### src/rtl/fbx_pkg.sv
package fbx_pkg;
  // register indices on the configuration write port
  localparam logic [2:0] IDX_SRC  = 3'd0;
  localparam logic [2:0] IDX_DST  = 3'd1;
  localparam logic [2:0] IDX_IW   = 3'd2;
  localparam logic [2:0] IDX_OW   = 3'd3;
  localparam logic [2:0] IDX_OH   = 3'd4;
  localparam logic [2:0] IDX_MODE = 3'd5;
  localparam logic [2:0] IDX_TRIG = 3'd6;

  // format codes
  localparam logic [2:0] FMT_RGBA8 = 3'd0;
  localparam logic [2:0] FMT_RGB8  = 3'd1;

  // mode register field positions
  localparam int MODE_IFMT_LSB = 0;
  localparam int MODE_OFMT_LSB = 4;
  localparam int MODE_SCALE    = 8;

  // bytes moved per output pixel
  localparam int OUT_BYTES = 3;
endpackage

### src/rtl/fbx_regs.sv
module fbx_regs
  import fbx_pkg::*;
#(
  parameter int AW = 32,
  parameter int DW = 12,
  parameter int CW = 32
) (
  input  logic          clk,
  input  logic          rst_n,
  input  logic          we,
  input  logic [2:0]    idx,
  input  logic [CW-1:0] wdata,
  input  logic          fin,
  output logic [AW-1:0] src_base,
  output logic [AW-1:0] dst_base,
  output logic [DW-1:0] in_w,
  output logic [DW-1:0] out_w,
  output logic [DW-1:0] out_h,
  output logic          scale,
  output logic          in_ok,
  output logic          out_ok,
  output logic          start,
  output logic          busy,
  output logic          err
);
  logic [AW-1:0] src_q, dst_q;
  logic [DW-1:0] iw_q, ow_q, oh_q;
  logic [2:0]    ifmt_q, ofmt_q;
  logic          scale_q, busy_q, err_q;
  logic          busy_d, err_d;
  logic          en_src, en_dst, en_iw, en_ow, en_oh, en_mode;

  // write enables per field
  always_comb begin
    en_src  = we && (idx == IDX_SRC);
    en_dst  = we && (idx == IDX_DST);
    en_iw   = we && (idx == IDX_IW);
    en_ow   = we && (idx == IDX_OW);
    en_oh   = we && (idx == IDX_OH);
    en_mode = we && (idx == IDX_MODE);
  end

  always_comb begin
    in_ok  = (ifmt_q == FMT_RGBA8);
    out_ok = (ofmt_q == FMT_RGB8);
    start  = we && (idx == IDX_TRIG) && wdata[0] && !busy_q;
    busy_d = start | (busy_q & ~fin);
    err_d  = err_q | (start & ~(in_ok & out_ok));
  end

  always_ff @(posedge clk or negedge rst_n) begin
    if (!rst_n)      src_q <= '0;
    else if (en_src) src_q <= wdata[AW-1:0];
  end

  always_ff @(posedge clk or negedge rst_n) begin
    if (!rst_n)      dst_q <= '0;
    else if (en_dst) dst_q <= wdata[AW-1:0];
  end

  always_ff @(posedge clk or negedge rst_n) begin
    if (!rst_n)     iw_q <= '0;
    else if (en_iw) iw_q <= wdata[DW-1:0];
  end

  always_ff @(posedge clk or negedge rst_n) begin
    if (!rst_n)     ow_q <= '0;
    else if (en_ow) ow_q <= wdata[DW-1:0];
  end

  always_ff @(posedge clk or negedge rst_n) begin
    if (!rst_n)     oh_q <= '0;
    else if (en_oh) oh_q <= wdata[DW-1:0];
  end

  always_ff @(posedge clk or negedge rst_n) begin
    if (!rst_n) begin
      ifmt_q  <= FMT_RGBA8;
      ofmt_q  <= FMT_RGB8;
      scale_q <= 1'b0;
    end else if (en_mode) begin
      ifmt_q  <= wdata[MODE_IFMT_LSB +: 3];
      ofmt_q  <= wdata[MODE_OFMT_LSB +: 3];
      scale_q <= wdata[MODE_SCALE];
    end
  end

  always_ff @(posedge clk or negedge rst_n) begin
    if (!rst_n) begin
      busy_q <= 1'b0;
      err_q  <= 1'b0;
    end else begin
      busy_q <= busy_d;
      err_q  <= err_d;
    end
  end

  assign src_base = src_q;
  assign dst_base = dst_q;
  assign in_w     = iw_q;
  assign out_w    = ow_q;
  assign out_h    = oh_q;
  assign scale    = scale_q;
  assign busy     = busy_q;
  assign err      = err_q;
endmodule

### src/rtl/fbx_walker.sv
module fbx_walker
  import fbx_pkg::*;
#(
  parameter int AW = 32,
  parameter int DW = 12
) (
  input  logic          clk,
  input  logic          rst_n,
  input  logic          start,
  input  logic [AW-1:0] src_base,
  input  logic [AW-1:0] dst_base,
  input  logic [DW-1:0] in_w,
  input  logic [DW-1:0] out_w,
  input  logic [DW-1:0] out_h,
  input  logic          scale,
  input  logic          in_ok,
  input  logic          out_ok,
  output logic          iss_valid,
  output logic          iss_last,
  output logic          iss_zero,
  output logic [AW-1:0] src_addr,
  output logic [AW-1:0] dst_addr,
  output logic          empty_fin
);
  localparam int          PAD      = AW - DW;
  localparam logic [1:0]  LAST_B   = 2'(OUT_BYTES - 1);
  localparam logic [AW-1:0] DSTEP  = AW'(OUT_BYTES);

  logic          act_q, act_d;
  logic          zero_q, zero_d;
  logic [1:0]    b_q, b_d;
  logic [DW-1:0] x_q, x_d, y_q, y_d, ow_q, ow_d, oh_q, oh_d;
  logic [AW-1:0] srow_q, srow_d, drow_q, drow_d;
  logic [AW-1:0] sptr_q, sptr_d, dptr_q, dptr_d;
  logic [AW-1:0] pstep_q, pstep_d, rstep_q, rstep_d, drstep_q, drstep_d;
  logic          empty_q, empty_d;
  logic          adv_en, go, end_col, end_row;
  logic [AW-1:0] ow_ext, iw_ext;

  always_comb begin
    ow_ext  = {{PAD{1'b0}}, out_w};
    iw_ext  = {{PAD{1'b0}}, in_w};
    go      = out_ok && (out_w != '0) && (out_h != '0);
    end_col = (x_q == ow_q - DW'(1));
    end_row = (y_q == oh_q - DW'(1));
    adv_en  = start | act_q;
  end

  // next-state logic
  always_comb begin
    act_d    = act_q;
    zero_d   = zero_q;
    b_d      = b_q;
    x_d      = x_q;
    y_d      = y_q;
    ow_d     = ow_q;
    oh_d     = oh_q;
    srow_d   = srow_q;
    drow_d   = drow_q;
    sptr_d   = sptr_q;
    dptr_d   = dptr_q;
    pstep_d  = pstep_q;
    rstep_d  = rstep_q;
    drstep_d = drstep_q;
    empty_d  = 1'b0;
    if (start) begin
      act_d    = go;
      empty_d  = !go;
      zero_d   = !in_ok;
      b_d      = '0;
      x_d      = '0;
      y_d      = '0;
      ow_d     = out_w;
      oh_d     = out_h;
      srow_d   = src_base;
      drow_d   = dst_base;
      sptr_d   = src_base;
      dptr_d   = dst_base;
      pstep_d  = scale ? AW'(8) : AW'(4);
      rstep_d  = scale ? (iw_ext << 3) : (iw_ext << 2);
      drstep_d = (ow_ext << 1) + ow_ext;
    end else if (act_q) begin
      if (b_q != LAST_B) begin
        b_d = b_q + 2'd1;
      end else begin
        b_d = '0;
        if (end_col) begin
          x_d = '0;
          if (end_row) begin
            act_d = 1'b0;
          end else begin
            y_d    = y_q + DW'(1);
            srow_d = srow_q + rstep_q;
            drow_d = drow_q + drstep_q;
            sptr_d = srow_q + rstep_q;
            dptr_d = drow_q + drstep_q;
          end
        end else begin
          x_d    = x_q + DW'(1);
          sptr_d = sptr_q + pstep_q;
          dptr_d = dptr_q + DSTEP;
        end
      end
    end
  end

  // state registers with clock enable
  always_ff @(posedge clk or negedge rst_n) begin
    if (!rst_n) begin
      act_q    <= 1'b0;
      zero_q   <= 1'b0;
      b_q      <= '0;
      x_q      <= '0;
      y_q      <= '0;
      ow_q     <= '0;
      oh_q     <= '0;
      srow_q   <= '0;
      drow_q   <= '0;
      sptr_q   <= '0;
      dptr_q   <= '0;
      pstep_q  <= '0;
      rstep_q  <= '0;
      drstep_q <= '0;
    end else if (adv_en) begin
      act_q    <= act_d;
      zero_q   <= zero_d;
      b_q      <= b_d;
      x_q      <= x_d;
      y_q      <= y_d;
      ow_q     <= ow_d;
      oh_q     <= oh_d;
      srow_q   <= srow_d;
      drow_q   <= drow_d;
      sptr_q   <= sptr_d;
      dptr_q   <= dptr_d;
      pstep_q  <= pstep_d;
      rstep_q  <= rstep_d;
      drstep_q <= drstep_d;
    end
  end

  always_ff @(posedge clk or negedge rst_n) begin
    if (!rst_n) empty_q <= 1'b0;
    else        empty_q <= empty_d;
  end

  always_comb begin
    iss_valid = act_q;
    iss_last  = act_q && (b_q == LAST_B) && end_col && end_row;
    iss_zero  = zero_q;
    src_addr  = sptr_q + {{(AW-2){1'b0}}, b_q};
    dst_addr  = dptr_q + {{(AW-2){1'b0}}, b_q};
    empty_fin = empty_q;
  end
endmodule

### src/rtl/fbx_sink.sv
module fbx_sink #(
  parameter int AW = 32
) (
  input  logic          clk,
  input  logic          rst_n,
  input  logic          iss_valid,
  input  logic          iss_last,
  input  logic          iss_zero,
  input  logic [AW-1:0] dst_addr,
  input  logic          empty_fin,
  input  logic [7:0]    rd_data,
  output logic          wr_en,
  output logic [AW-1:0] wr_addr,
  output logic [7:0]    wr_data,
  output logic          done
);
  logic          wv_q, wl_q, wz_q, done_q;
  logic          wv_d, wl_d, done_d;
  logic [AW-1:0] wa_q;

  always_comb begin
    wv_d   = iss_valid;
    wl_d   = iss_last;
    done_d = wl_q | empty_fin;
  end

  always_ff @(posedge clk or negedge rst_n) begin
    if (!rst_n) begin
      wv_q   <= 1'b0;
      wl_q   <= 1'b0;
      done_q <= 1'b0;
    end else begin
      wv_q   <= wv_d;
      wl_q   <= wl_d;
      done_q <= done_d;
    end
  end

  // address and fill flag follow the issued byte
  always_ff @(posedge clk or negedge rst_n) begin
    if (!rst_n) begin
      wa_q <= '0;
      wz_q <= 1'b0;
    end else if (iss_valid) begin
      wa_q <= dst_addr;
      wz_q <= iss_zero;
    end
  end

  assign wr_en   = wv_q;
  assign wr_addr = wa_q;
  assign wr_data = wz_q ? 8'h00 : rd_data;
  assign done    = done_q;
endmodule

### src/rtl/fbx_top.sv
module fbx_top #(
  parameter int AW = 32,
  parameter int DW = 12,
  parameter int CW = 32
) (
  input  logic          clk,
  input  logic          rst_n,
  input  logic          cfg_we,
  input  logic [2:0]    cfg_idx,
  input  logic [CW-1:0] cfg_wdata,
  output logic          rd_en,
  output logic [AW-1:0] rd_addr,
  input  logic [7:0]    rd_data,
  output logic          wr_en,
  output logic [AW-1:0] wr_addr,
  output logic [7:0]    wr_data,
  output logic          busy,
  output logic          done,
  output logic          err
);
  logic          rs1_q, rs2_q;
  logic [AW-1:0] src_base, dst_base, src_addr, dst_addr;
  logic [DW-1:0] in_w, out_w, out_h;
  logic          scale, in_ok, out_ok, start;
  logic          iss_valid, iss_last, iss_zero, empty_fin;

  // reset: asserted at once, released on the clock
  always_ff @(posedge clk or negedge rst_n) begin
    if (!rst_n) begin
      rs1_q <= 1'b0;
      rs2_q <= 1'b0;
    end else begin
      rs1_q <= 1'b1;
      rs2_q <= rs1_q;
    end
  end

  fbx_regs #(.AW(AW), .DW(DW), .CW(CW)) u_regs (
    .clk      (clk),
    .rst_n    (rs2_q),
    .we       (cfg_we),
    .idx      (cfg_idx),
    .wdata    (cfg_wdata),
    .fin      (done),
    .src_base (src_base),
    .dst_base (dst_base),
    .in_w     (in_w),
    .out_w    (out_w),
    .out_h    (out_h),
    .scale    (scale),
    .in_ok    (in_ok),
    .out_ok   (out_ok),
    .start    (start),
    .busy     (busy),
    .err      (err)
  );

  fbx_walker #(.AW(AW), .DW(DW)) u_walk (
    .clk       (clk),
    .rst_n     (rs2_q),
    .start     (start),
    .src_base  (src_base),
    .dst_base  (dst_base),
    .in_w      (in_w),
    .out_w     (out_w),
    .out_h     (out_h),
    .scale     (scale),
    .in_ok     (in_ok),
    .out_ok    (out_ok),
    .iss_valid (iss_valid),
    .iss_last  (iss_last),
    .iss_zero  (iss_zero),
    .src_addr  (src_addr),
    .dst_addr  (dst_addr),
    .empty_fin (empty_fin)
  );

  fbx_sink #(.AW(AW)) u_sink (
    .clk       (clk),
    .rst_n     (rs2_q),
    .iss_valid (iss_valid),
    .iss_last  (iss_last),
    .iss_zero  (iss_zero),
    .dst_addr  (dst_addr),
    .empty_fin (empty_fin),
    .rd_data   (rd_data),
    .wr_en     (wr_en),
    .wr_addr   (wr_addr),
    .wr_data   (wr_data),
    .done      (done)
  );

  assign rd_en   = iss_valid & ~iss_zero;
  assign rd_addr = src_addr;
endmodule

### config.mk
export PLATFORM = sky130hd
export DESIGN_NAME = fbx_top
export DESIGN_NICKNAME = d
export VERILOG_FILES = /design/src/rtl/fbx_pkg.sv /design/src/rtl/fbx_regs.sv /design/src/rtl/fbx_walker.sv /design/src/rtl/fbx_sink.sv /design/src/rtl/fbx_top.sv
export SDC_FILE = /design/constraint.sdc
export NUM_CORES = 1
export LEC_CHECK = 0
export CAP_MARGIN = 40
export CORE_UTILIZATION = 35
export CTS_BUF_LIST = sky130_fd_sc_hd__clkbuf_4 sky130_fd_sc_hd__clkbuf_8
export CTS_CLUSTER_DIAMETER = 100
export DETAILED_ROUTE_END_ITERATION = 10
export DONT_BUFFER_PORTS = 1
export SYNTH_ARGS = -nofsm -noshare
export SYNTH_HDL_FRONTEND = slang
export SYNTH_SLANG_ARGS = --single-unit
### constraint.sdc
create_clock -name clk -period 11.7 [get_ports clk]
set_clock_uncertainty 0.05 [all_clocks]
set_input_delay 1.17 -clock clk [delete_from_list [all_inputs] [get_ports clk]]
set_output_delay 1.17 -clock clk [all_outputs]
set_load 0.005 [all_outputs]
Word-level counts from Yosys, hierarchy flattened

Index checks and enable logic that the tools add are counted.
Widths: inputs -> output; s select.

Add/sub/neg operators: 12
Equal/unequal tests: 14
Muxes and demuxes: 39
Bitwise logic cells: 11
Reductions and logical operators: 28

Operator list:

| kind                  | count |
|---|---|
| $mux 32               | 18 |
| $mux 12               | 9 |
| $add 32x32->32        | 3 |
| $add 32x2->32         | 2 |
| $add 32x2->32 const B | 1 |
| $add 12x1->12 const B | 2 |
| $eq 12x12->1          | 2 |
| $reduce_bool 12->1    | 2 |
| $sub 12x1->12 const B | 2 |
| $mux 15               | 1 |
| $add 13x12->14        | 1 |
| $logic_and 1x1->1     | 14 |
| $eq 3x3->1 const B    | 3 |
| $mux 8                | 1 |
| $eq 3x1->1 const B    | 2 |
| $eq 3x2->1 const B    | 2 |
| $logic_not 3->1       | 2 |
| $mux 1                | 6 |
| $mux 2                | 3 |
| $reduce_and 5->1      | 1 |
| $and 1x1->1           | 4 |
| $mux 4                | 1 |
| $ne 2x1->1 const B    | 2 |
| $or 1x1->1            | 4 |
| other kinds (10)      | 16 |

Bits in registers: 424
Input port bits: 46
Output and inout bits: 77
Logic and storage cells: 136

Logic depth before layout (Yosys ltp)

Gate-level depths: netlist of run 1.

Depth after elaboration: 7
Depth in mapped cells: 14

By module

A second synthesis of run 1 with hierarchy kept.

Cell total of the unflattened synthesis: 2177
Area, all modules: 21246.6 um^2

Modules (own cells, without submodules):

| module     | times used | cells an instance | area an instance (um^2) | seq. area each (um^2) |
|---|---|---|---|---|
| fbx_walker | 1          | 1850              | 15564.9                 | 5230.0 |
| fbx_regs   | 1          | 241               | 4101.4                  | 2728.9 |
| fbx_sink   | 1          | 82                | 1512.7                  | 900.9 |
| fbx_top    | 1          | 4                 | 67.6                    | 50.0 |

Worst setup path after synthesis of run 1

OpenSTA, ideal clock, no wires.

Path type: register to output
From: reg u_walk.b_q[0]
To: out rd_addr[28]
Data arrival time: 2316 ps
Data required time: 10480 ps
Slack: 8164 ps
Stages on the path, launching flop included: 12
Path through: dfrtp_1 > ha_1 > inv_1 > fa_1 > nand3b_1 > nor2_1 > and2_1 > nand4_1 > nor2_1 > nand2_1 > nor2_1 > xor2_1

Word-level cells in the longest chain between the ends: 1

RTL lines:

| element                  | line              | source |
|---|---|---|
| start: declaration       | fbx_walker.sv:31  | `logic [1:0] b_q, b_d;` |
| start signal: assignment | fbx_walker.sv:112 | `b_q <= '0;` |
| start signal: assignment | fbx_walker.sv:127 | `b_q <= b_d;` |
| $add 32x2->32            | fbx_walker.sv:151 | `src_addr = sptr_q + {{(AW-2){1'b0}}, b_q};` |
| end: declaration         | fbx_top.sv:12     | `output logic [AW-1:0] rd_addr,` |

Every way passes these cells.

Worst setup path in the final report of run 1

Same ends and word-level chain as after synthesis.

==> summary.md, run 1 <==
| Metric | Value |
|---|---|
| Switch Pwr | `1.10 mW` |
| Hold_ws | `163 ps` |
| Root Driver | `clkbuf_8` |
| Final period utilization | `42.4%` |
| Post-CTS Resized | `0` |
| Post-synthesis sequential area ratio | `43.3%` |
| Slew Viols, Final | `0` |
| Mapped Area | `20,600 µm²` |
| GP Congestion | `between 0.8 and 0.9` |
| Seq cells post-synth | `356` |
| CTS H-tree depth | `3` |
| Adder-cell area share of the yosys netlist | `4.05%` |
| Slew headroom | `41.0%` |
| IO Port Bufs | `0` |
| CP Class | `reg2out` |
| Post-CTS setup buffers | `0` |
| Setup TNS | `0 ps` |
| Final wirelength | `slightly above 60 mm` |
| Worst Tran Pin Value | `~890 ps` |
| CTS tree | `built` |
| Worst path arrival time | `3740 ps` |
| Synth top area share | `43.2%` |
| Vias | `16,620` |
| Async set or reset register ratio after synthesis | `100%` |
| Prevailing post-synth register cell | `dfrtp_1` |
| Critical Path RT | `10,480 ps` |
| Static leakage | `9.38 nW` |
| Worst setup SP type | `flop` |
| Min cycle time layout | `4960 ps` |
| Main combinational cell family by area after synthesis | `simple AND/OR/NAND/NOR gates` |
| Final Cell Area | `about 23,000 µm²` |
| Yosys warns | `0` |
| Chip Width | `244 µm` |
| Core Area | `57,900 µm²` |
| # hold bufs at CTS | `0` |
| DRT iter0 DRCs | `approximately 1,300` |
| EDFF count, synth | `0` |
| CTS Buf Count | `67` |
| Complex-gate fraction of the synthesized area | `13.8%` |
| Initial cell density of the core | `35.5%` |
| # rows | `88` |
| Post-Synthesis Cells | `2,249` |
| VDD IR max | `81.4 µV` |
| Hold Fails Final Rpt | `0` |
| Global-route usage over all layers | `slightly above 20%` |
| Nets | `2,323` |
| Kind of end point of the critical path | `output pin` |
| First-pass GRT wire length | `~96 mm` |
| Clock power frac | `38.1%` |
| Final antenna-violating net count | `0` |
| Vias in the first global route | `between 15,000 and 20,000` |
| Chip height | `approximately 240 µm` |
| Initial antenna violation count | `5` |
| Synth area leaders | `dfrtp_1, mux2_2, nand2_1, xor2_1, xnor2_1` |
| Simple-gate area share of the yosys netlist | `18.1%` |
| DIE AREA | `59,800 µm²` |
| CTS Buffer Depth | `3` |
| Int Pwr | `between 2 and 2.5 mW` |
| Clock slew at reported path FFs | `60 ps` |
| Post-Syn Nets | `2,358` |
| Tightest Hold Check Type | `reg2async` |
| Leading area contributor after synthesis | `dfrtp_1` |
| Area growth syn-to-layout | `11.2%` |
| Status | `finished clean` |
| GRT Residual Overflow | `0` |
| Xor and xnor area share after synthesis | `under 10%` |
| Distinct cells, synth | `77` |
| Share of layout cells above drive strength 1 | `around 13%` |
| Via density | `5.48` |
| Util after Layout | `39.5%` |
| Post-DP HPWL | `43.1 mm` |
| # Max-Cap Violations | `0` |
| Top cells by count, synth | `dfrtp_1, nand2_1, nor2_1, o21ai_0, a21oi_1` |
| Worst Path Max Fanout | `7` |
| DP Area | `21,400 µm²` |
| RSZ-0062 raised after global routing | `no` |
| Drc violations | `0` |
| Fillcell total | `between 5,000 and 6,000` |
| Seq pwr share | `a little under half` |
| Avg Inst Size Synth | `9.15 µm²` |
| Count leader, synth | `dfrtp_1` |
| Fmax | `0.201 GHz` |
| Final setup vio count | `0` |
| 1st-pass router iterations | `6` |
| Worst skew pair latency | `roughly 650 ps` |
| Wire length per cell | `~20 µm` |
| Pwr Density | `157 nW/µm²` |
| Largest net degree at the start of global routing | `156` |
| Clk sinks | `about 360` |
| Net Sw Frac | `30.7%` |
| Top Ports | `123` |
| Post-synthesis mux area share | `under 10%` |
| Logic pwr share | `16.7%` |
-- through the flow --
step                power [mW]  std cells  setup slack [ps]
floorplan                 2.04       2249               995
global placement          2.20       2905              7570
detailed placement        2.23       2910              7470
CTS                       3.62       3031              6760
global route              3.77       3032              6520
finish                    3.59       3032              6740
-- flip-flops by register name (all words and copies together), names as in the netlist, 12 cells and up --
| name | cells |
|---|---|
| u_regs.in_w | 12 |
| u_regs.dst_base | 32 |
| u_walk.oh_q | 12 |
| u_walk.x_q | 12 |
| u_regs.out_w | 12 |
| u_sink.wr_addr | 32 |
| u_walk.dptr_q | 32 |
| u_walk.ow_q | 12 |
| u_walk.y_q | 12 |
| u_walk.rstep_q | 13 |
| u_walk.sptr_q | 32 |
| u_walk.srow_q | 32 |
| u_regs.src_base | 32 |
| u_walk.drstep_q | 13 |
| u_regs.out_h | 12 |
| u_walk.drow_q | 32 |
-- path summary, 6_finish.rpt --
check / endpoint / from / cells after the start / slack [ps]
min in group clk: rs2_q$_DFF_PN0_ / rs1_q$_DFF_PN0_ / 0 / 310
min: u_walk.sptr_q[16]$_DFFE_PN0P_ / rs2_q$_DFF_PN0_ / 0 / 160
min reg2reg: u_walk.sptr_q[16]$_DFFE_PN0P_ / rs2_q$_DFF_PN0_ / 0 / 160
max in group asynchronous: u_walk.iss_valid$_DFFE_PN0N_ / rs2_q$_DFF_PN0_ / 3 / 9970
max reg2reg: u_walk.dptr_q[6]$_DFFE_PN0P_ / u_walk.oh_q[3]$_DFFE_PN0P_ / 10 / 7480
max: rd_addr[28] / u_walk.b_q[0]$_DFFE_PN0N_ / 11 / 6740
-- power groups by stage --
stage / clock [mW] / combinational [mW] / sequential, mW
6_report: 1.37 / 0.599 / 1.62
5_1_grt: 1.45 / 0.674 / 1.65
4_1_cts: 1.40 / 0.600 / 1.62
3_5_place_dp: 0 / 0.595 / 1.64
3_3_place_gp: 0 / 0.571 / 1.63
2_1_floorplan: 0 / 0.492 / 1.54
-- critical path: stages, from the launching register on --
cell and delay, ps:
dfrtp_1 450, ha_1 220, inv_1 60, fa_1 530, nand3b_1 310, nor2_1 210
and2_1 230, nand4_1 330, nor2_1 280, nand2_1 120, nor2_1 140, xor2_1 230
-- placed cells by master (no fill, tap or decap), types with 6 or more instances in the layout --
master	netlist	final
dfrtp_1	355	353
nand2_1	277	277
nor2_1	227	226
o21ai_0	167	167
a21oi_1	138	138
xor2_1	114	114
xnor2_1	113	113
mux2_2	112	112
clkbuf_8	0	87
nand3_1	71	71
ha_1	57	57
nand4_1	51	51
inv_1	49	49
nor3_1	46	45
mux2i_1	32	32
a31oi_1	31	30
nor2b_1	26	26
and3_1	24	24
a21o_1	20	20
buf_4	1	20
clkbuf_4	0	19
nand2b_1	15	15
o21a_1	15	15
o211ai_1	13	13
and2_1	11	11
a211oi_1	12	11
or3_1	9	9
o31ai_1	9	9
and4_1	8	8
or2_2	8	8
clkinv_2	0	8
fa_1	6	6
-- cell type report --
type	instances	area, µm²	area share [%]
Inverter	49	184	0.804
Clock inverter	15	164	0.716
Antenna cell	1	2.50	0.0109
Sequential cell	356	8910	39.0
Multi-Input combinational cell	1714	11000	48.2
Clock buffer	106	1340	5.86
Tap cell	765	957	4.18
Timing Repair Buffer	26	295	1.29
-- layer usage --
layer	GRT usage (%)	vias up	share of wire (%)
met1	28.2	8194	46
met2	32.4	509	46
met4	7.00	2	2.1
met3	3.58	100	6.1
met5	0	-	0.020
li1	-	7815	-
-- cells by family (layout without fill, tap and decap cells) --
logic type	count (synthesis)	in the layout
multiplexers	144	144
adder cells (fa/ha/maj)	63	63
AND/OR/NAND/NOR	804	804
flip-flops	356	356
buffers and inverters	179	196
AO/OA/AOI/OAI	475	475
other	1	2
XOR/XNOR	227	227
Power figures use the tool's default switching activity.
==> run 2: changes to the inputs <==
==> constraint.sdc (replaced) <==
create_clock -name clk -period 4.3 [get_ports clk]
set_clock_uncertainty 0.05 [all_clocks]
set_input_delay 0.43 -clock clk [delete_from_list [all_inputs] [get_ports clk]]
set_output_delay 0.43 -clock clk [all_outputs]
set_load 0.005 [all_outputs]
==> run 2 against run 1 <==
Final cell count grew 1.6%; via count rose by 1.5%; combinational power grew to 2.8 times the previous value; critical path depth stayed put; total power rose to 2.7 times the previous value; highest routed layer unchanged.
==> summary.md, run 2 (synthesized netlist as in run 1, its figures left out) <==
| Metric | Value |
|---|---|
| Status | `finished clean` |
| Worst skew pair latency | `640 ps` |
| Net Sw Frac | `31.0%` |
| DRT iter0 DRCs | `1,524` |
| Crit path max-delay family | `simple AND/OR/NAND/NOR gates` |
| Final period utilization | `between 90% and 100%` |
| Clk sinks | `356` |
| Worst path max stage delay | `520 ps` |
| Vias | `16,863` |
| First-pass GRT wire length | `98.3 mm` |
| 1st-pass router iterations | `6` |
| Worst Tran Pin Value | `929 ps` |
| Final setup vio count | `0` |
| M3 GR Usage | `3.97%` |
| Fillcell total | `5,742` |
| # rows | `88` |
| Largest net degree at the start of global routing | `132` |
| DIE AREA | `approximately 60,000 µm²` |
| Initial antenna violation count | `9` |
| Share of layout cells above drive strength 1 | `13.0%` |
| Int Pwr | `6.68 mW` |
| Chip Width | `244 µm` |
| Wire length per cell | `20.3 µm` |
| Slew headroom | `38.1%` |
| Root Driver | `clkbuf_8` |
| Worst path buffer plus inverter count | `1` |
| CTS Buffer Depth | `3` |
| GRT Residual Overflow | `0` |
| Most common cell after layout, fill and taps aside | `dfrtp_1` |
| Chip height | `244 µm` |
| Static leakage | `about 9.6 nW` |
| Switch Pwr | `3.00 mW` |
| Final cell count without fillers | `3,079` |
| Post-DP HPWL | `44.2 mm` |
| Slew Viols, Final | `0` |
| GRT met2 Usage | `between 30 and 40%` |
| FF-to-FF path depth | `11` |
| Final Cell Area | `23,300 µm²` |
| RSZ-0062 raised after global routing | `no` |
| Worst path arrival time | `3640 ps` |
| # Max-Cap Violations | `0` |
| Hold Path Stages | `2` |
| Post-CTS setup buffers | `0` |
| Vias in the first global route | `16,556` |
| Commonest cells after routing, fill and taps aside | `dfrtp_1, nand2_1, nor2_1` |
| Layer with the highest usage | `met2` |
| Clock power frac | `37.2%` |
| Global-route usage over all layers | `21.1%` |
| Setup TNS | `0 ps` |
| Setup ws final | `175 ps` |
| Top Ports | `123` |
| IO Port Bufs | `0` |
| CTS H-tree depth | `3` |
| Met1 Use GR | `29.3%` |
| Min cycle time layout | `4120 ps` |
| Nets | `between 2,000 and 2,500` |
| Critical Path RT | `approximately 3800 ps` |
| Fmax | `0.242 GHz` |
| VDD IR max | `about 250 µV` |
| Worst Path Max Fanout | `7` |
| CP Class | `reg2out` |
| Pwr Density | `416 nW/µm²` |
| CP Cell Sequence | `ha_1, inv_1, fa_1, nand3b_1, nor2_1, and2_1, nand4_1, nor2_1, nand2_1, nor2_1, xor2_1` |
| Drc violations | `0` |
| Logic pwr share | `17.2%` |
| Tightest Hold Check Type | `in2reg` |
| CTS tree | `built` |
| CTS Buf Count | `68` |
| R2R Path Start | `u_walk.ow_q[0]$_DFFE_PN0P_` |
| Dpl ws | `647 ps` |
| Clock slew at reported path FFs | `60 ps` |
| Area growth syn-to-layout | `13.1%` |
| Cell mode on critical path | `nor2_1` |
| Worst hold endpoint | `u_regs.busy$_DFF_PN0_` |
| Final wirelength | `about 63 mm` |
| Final antenna-violating net count | `0` |
| RR Endpoint | `u_walk.sptr_q[31]$_DFFE_PN0P_` |
| DP Area | `21,500 µm²` |
| Inst Count DP | `2,927` |
| Core Area | `57,900 µm²` |
| Worst setup SP type | `flop` |
| GP Congestion | `0.920` |
| Via density | `5.48` |
| Crit path from | `u_walk.b_q[0]$_DFFE_PN0N_` |
| Initial cell density of the core | `35.5%` |
| Seq pwr share | `45.7%` |
| R2r setup slk | `slightly below 600 ps` |
| Worst Min Path Start | `cfg_idx[0]` |
| Kind of end point of the critical path | `output pin` |
| Slowest CP cell | `fa_1` |
| Hold Fails Final Rpt | `0` |
-- run 2: cell types whose count changed in the layout (fill, tap and decap cells not counted), moves of 2 or more --
cell           previous run  this run
buf_12                    1         8
buf_16                    4         0
buf_4                    20        35
clkbuf_8                 87        79
clkinv_2                  8        10
diode_2                   1         3
dlygate4sd3_1             0        34
-- run 2: worst max path at each step --
stage	end	slack, ps	cells past startpoint
after global placement	u_walk.sptr_q[11]$_DFFE_PN0P_	720	13
after floorplan	u_regs.busy$_DFF_PN0_	740	0
after global routing	rd_addr[28]	10	11
after detailed placement	u_walk.sptr_q[11]$_DFFE_PN0P_	650	13
after CTS	rd_addr[28]	140	11
final	rd_addr[28]	180	11
-- run 2: power by group through the flow --
| stage | sequential [mW] | clock [mW] | combinational [mW] |
|---|---|---|---|
| after floorplan | 4.20 | 0 | 1.34 |
| after global placement | 4.44 | 0 | 1.58 |
| after detailed placement | 4.47 | 0 | 1.61 |
| after CTS | 4.41 | 3.69 | 1.67 |
| after global routing | 4.49 | 3.85 | 1.87 |
| final | 4.42 | 3.60 | 1.66 |
-- run 2: per-stage QoR --
| stage | util [%] | hold slack, ps | power (mW) |
|---|---|---|---|
| global route | 40.2 | 137 | 10.2 |
| detailed placement | 37.1 | 84.5 | 6.07 |
| finish | 40.2 | 148 | 9.68 |
| floorplan | - | 84.4 | 5.54 |
| global placement | 37.1 | 84.5 | 6.02 |
| CTS | 40.2 | 101 | 9.77 |
-- run 2: repair_timing --
item | 4_1_cts | 5_1_grt
endpoints found under the setup margin | 0 | 0
hold buffers | 34 | 0
endpoints found under the hold margin | 109 | 0
gates resized for setup | 0 | 0
-- run 2: worst register-to-register path, stage by stage, from the launching register on --
cell      delay [ps]
dfrtp_1          420
inv_1            100
ha_1             190
nor2b_1          420
a31oi_1          210
o22ai_1          300
nor4b_4          110
and4_1           250
a31oi_4          780
buf_4            420
o311ai_0         180
o22a_1           180
-- run 2: layout make-up --
cell class | count | area [µm²] | share of cell area, %
diodes | 3 | 7.51 | 0.0322
inverters | 49 | 184 | 0.790
repair buffers | 77 | 763 | 3.28
clock inverters | 18 | 206 | 0.887
multi-input cells | 1714 | 11000 | 47.4
flip-flops and latches | 356 | 8910 | 38.3
clock buffers | 97 | 1220 | 5.25
well taps | 765 | 957 | 4.11
-- run 2: per-layer routing --
metal / wire (µm) / vias to the layer above
met2: 28300 / 557
met1: 28800 / 8268
met4: 1490 / 10
met3: 3930 / 115
li1: - / 7913
met5: 70 / -
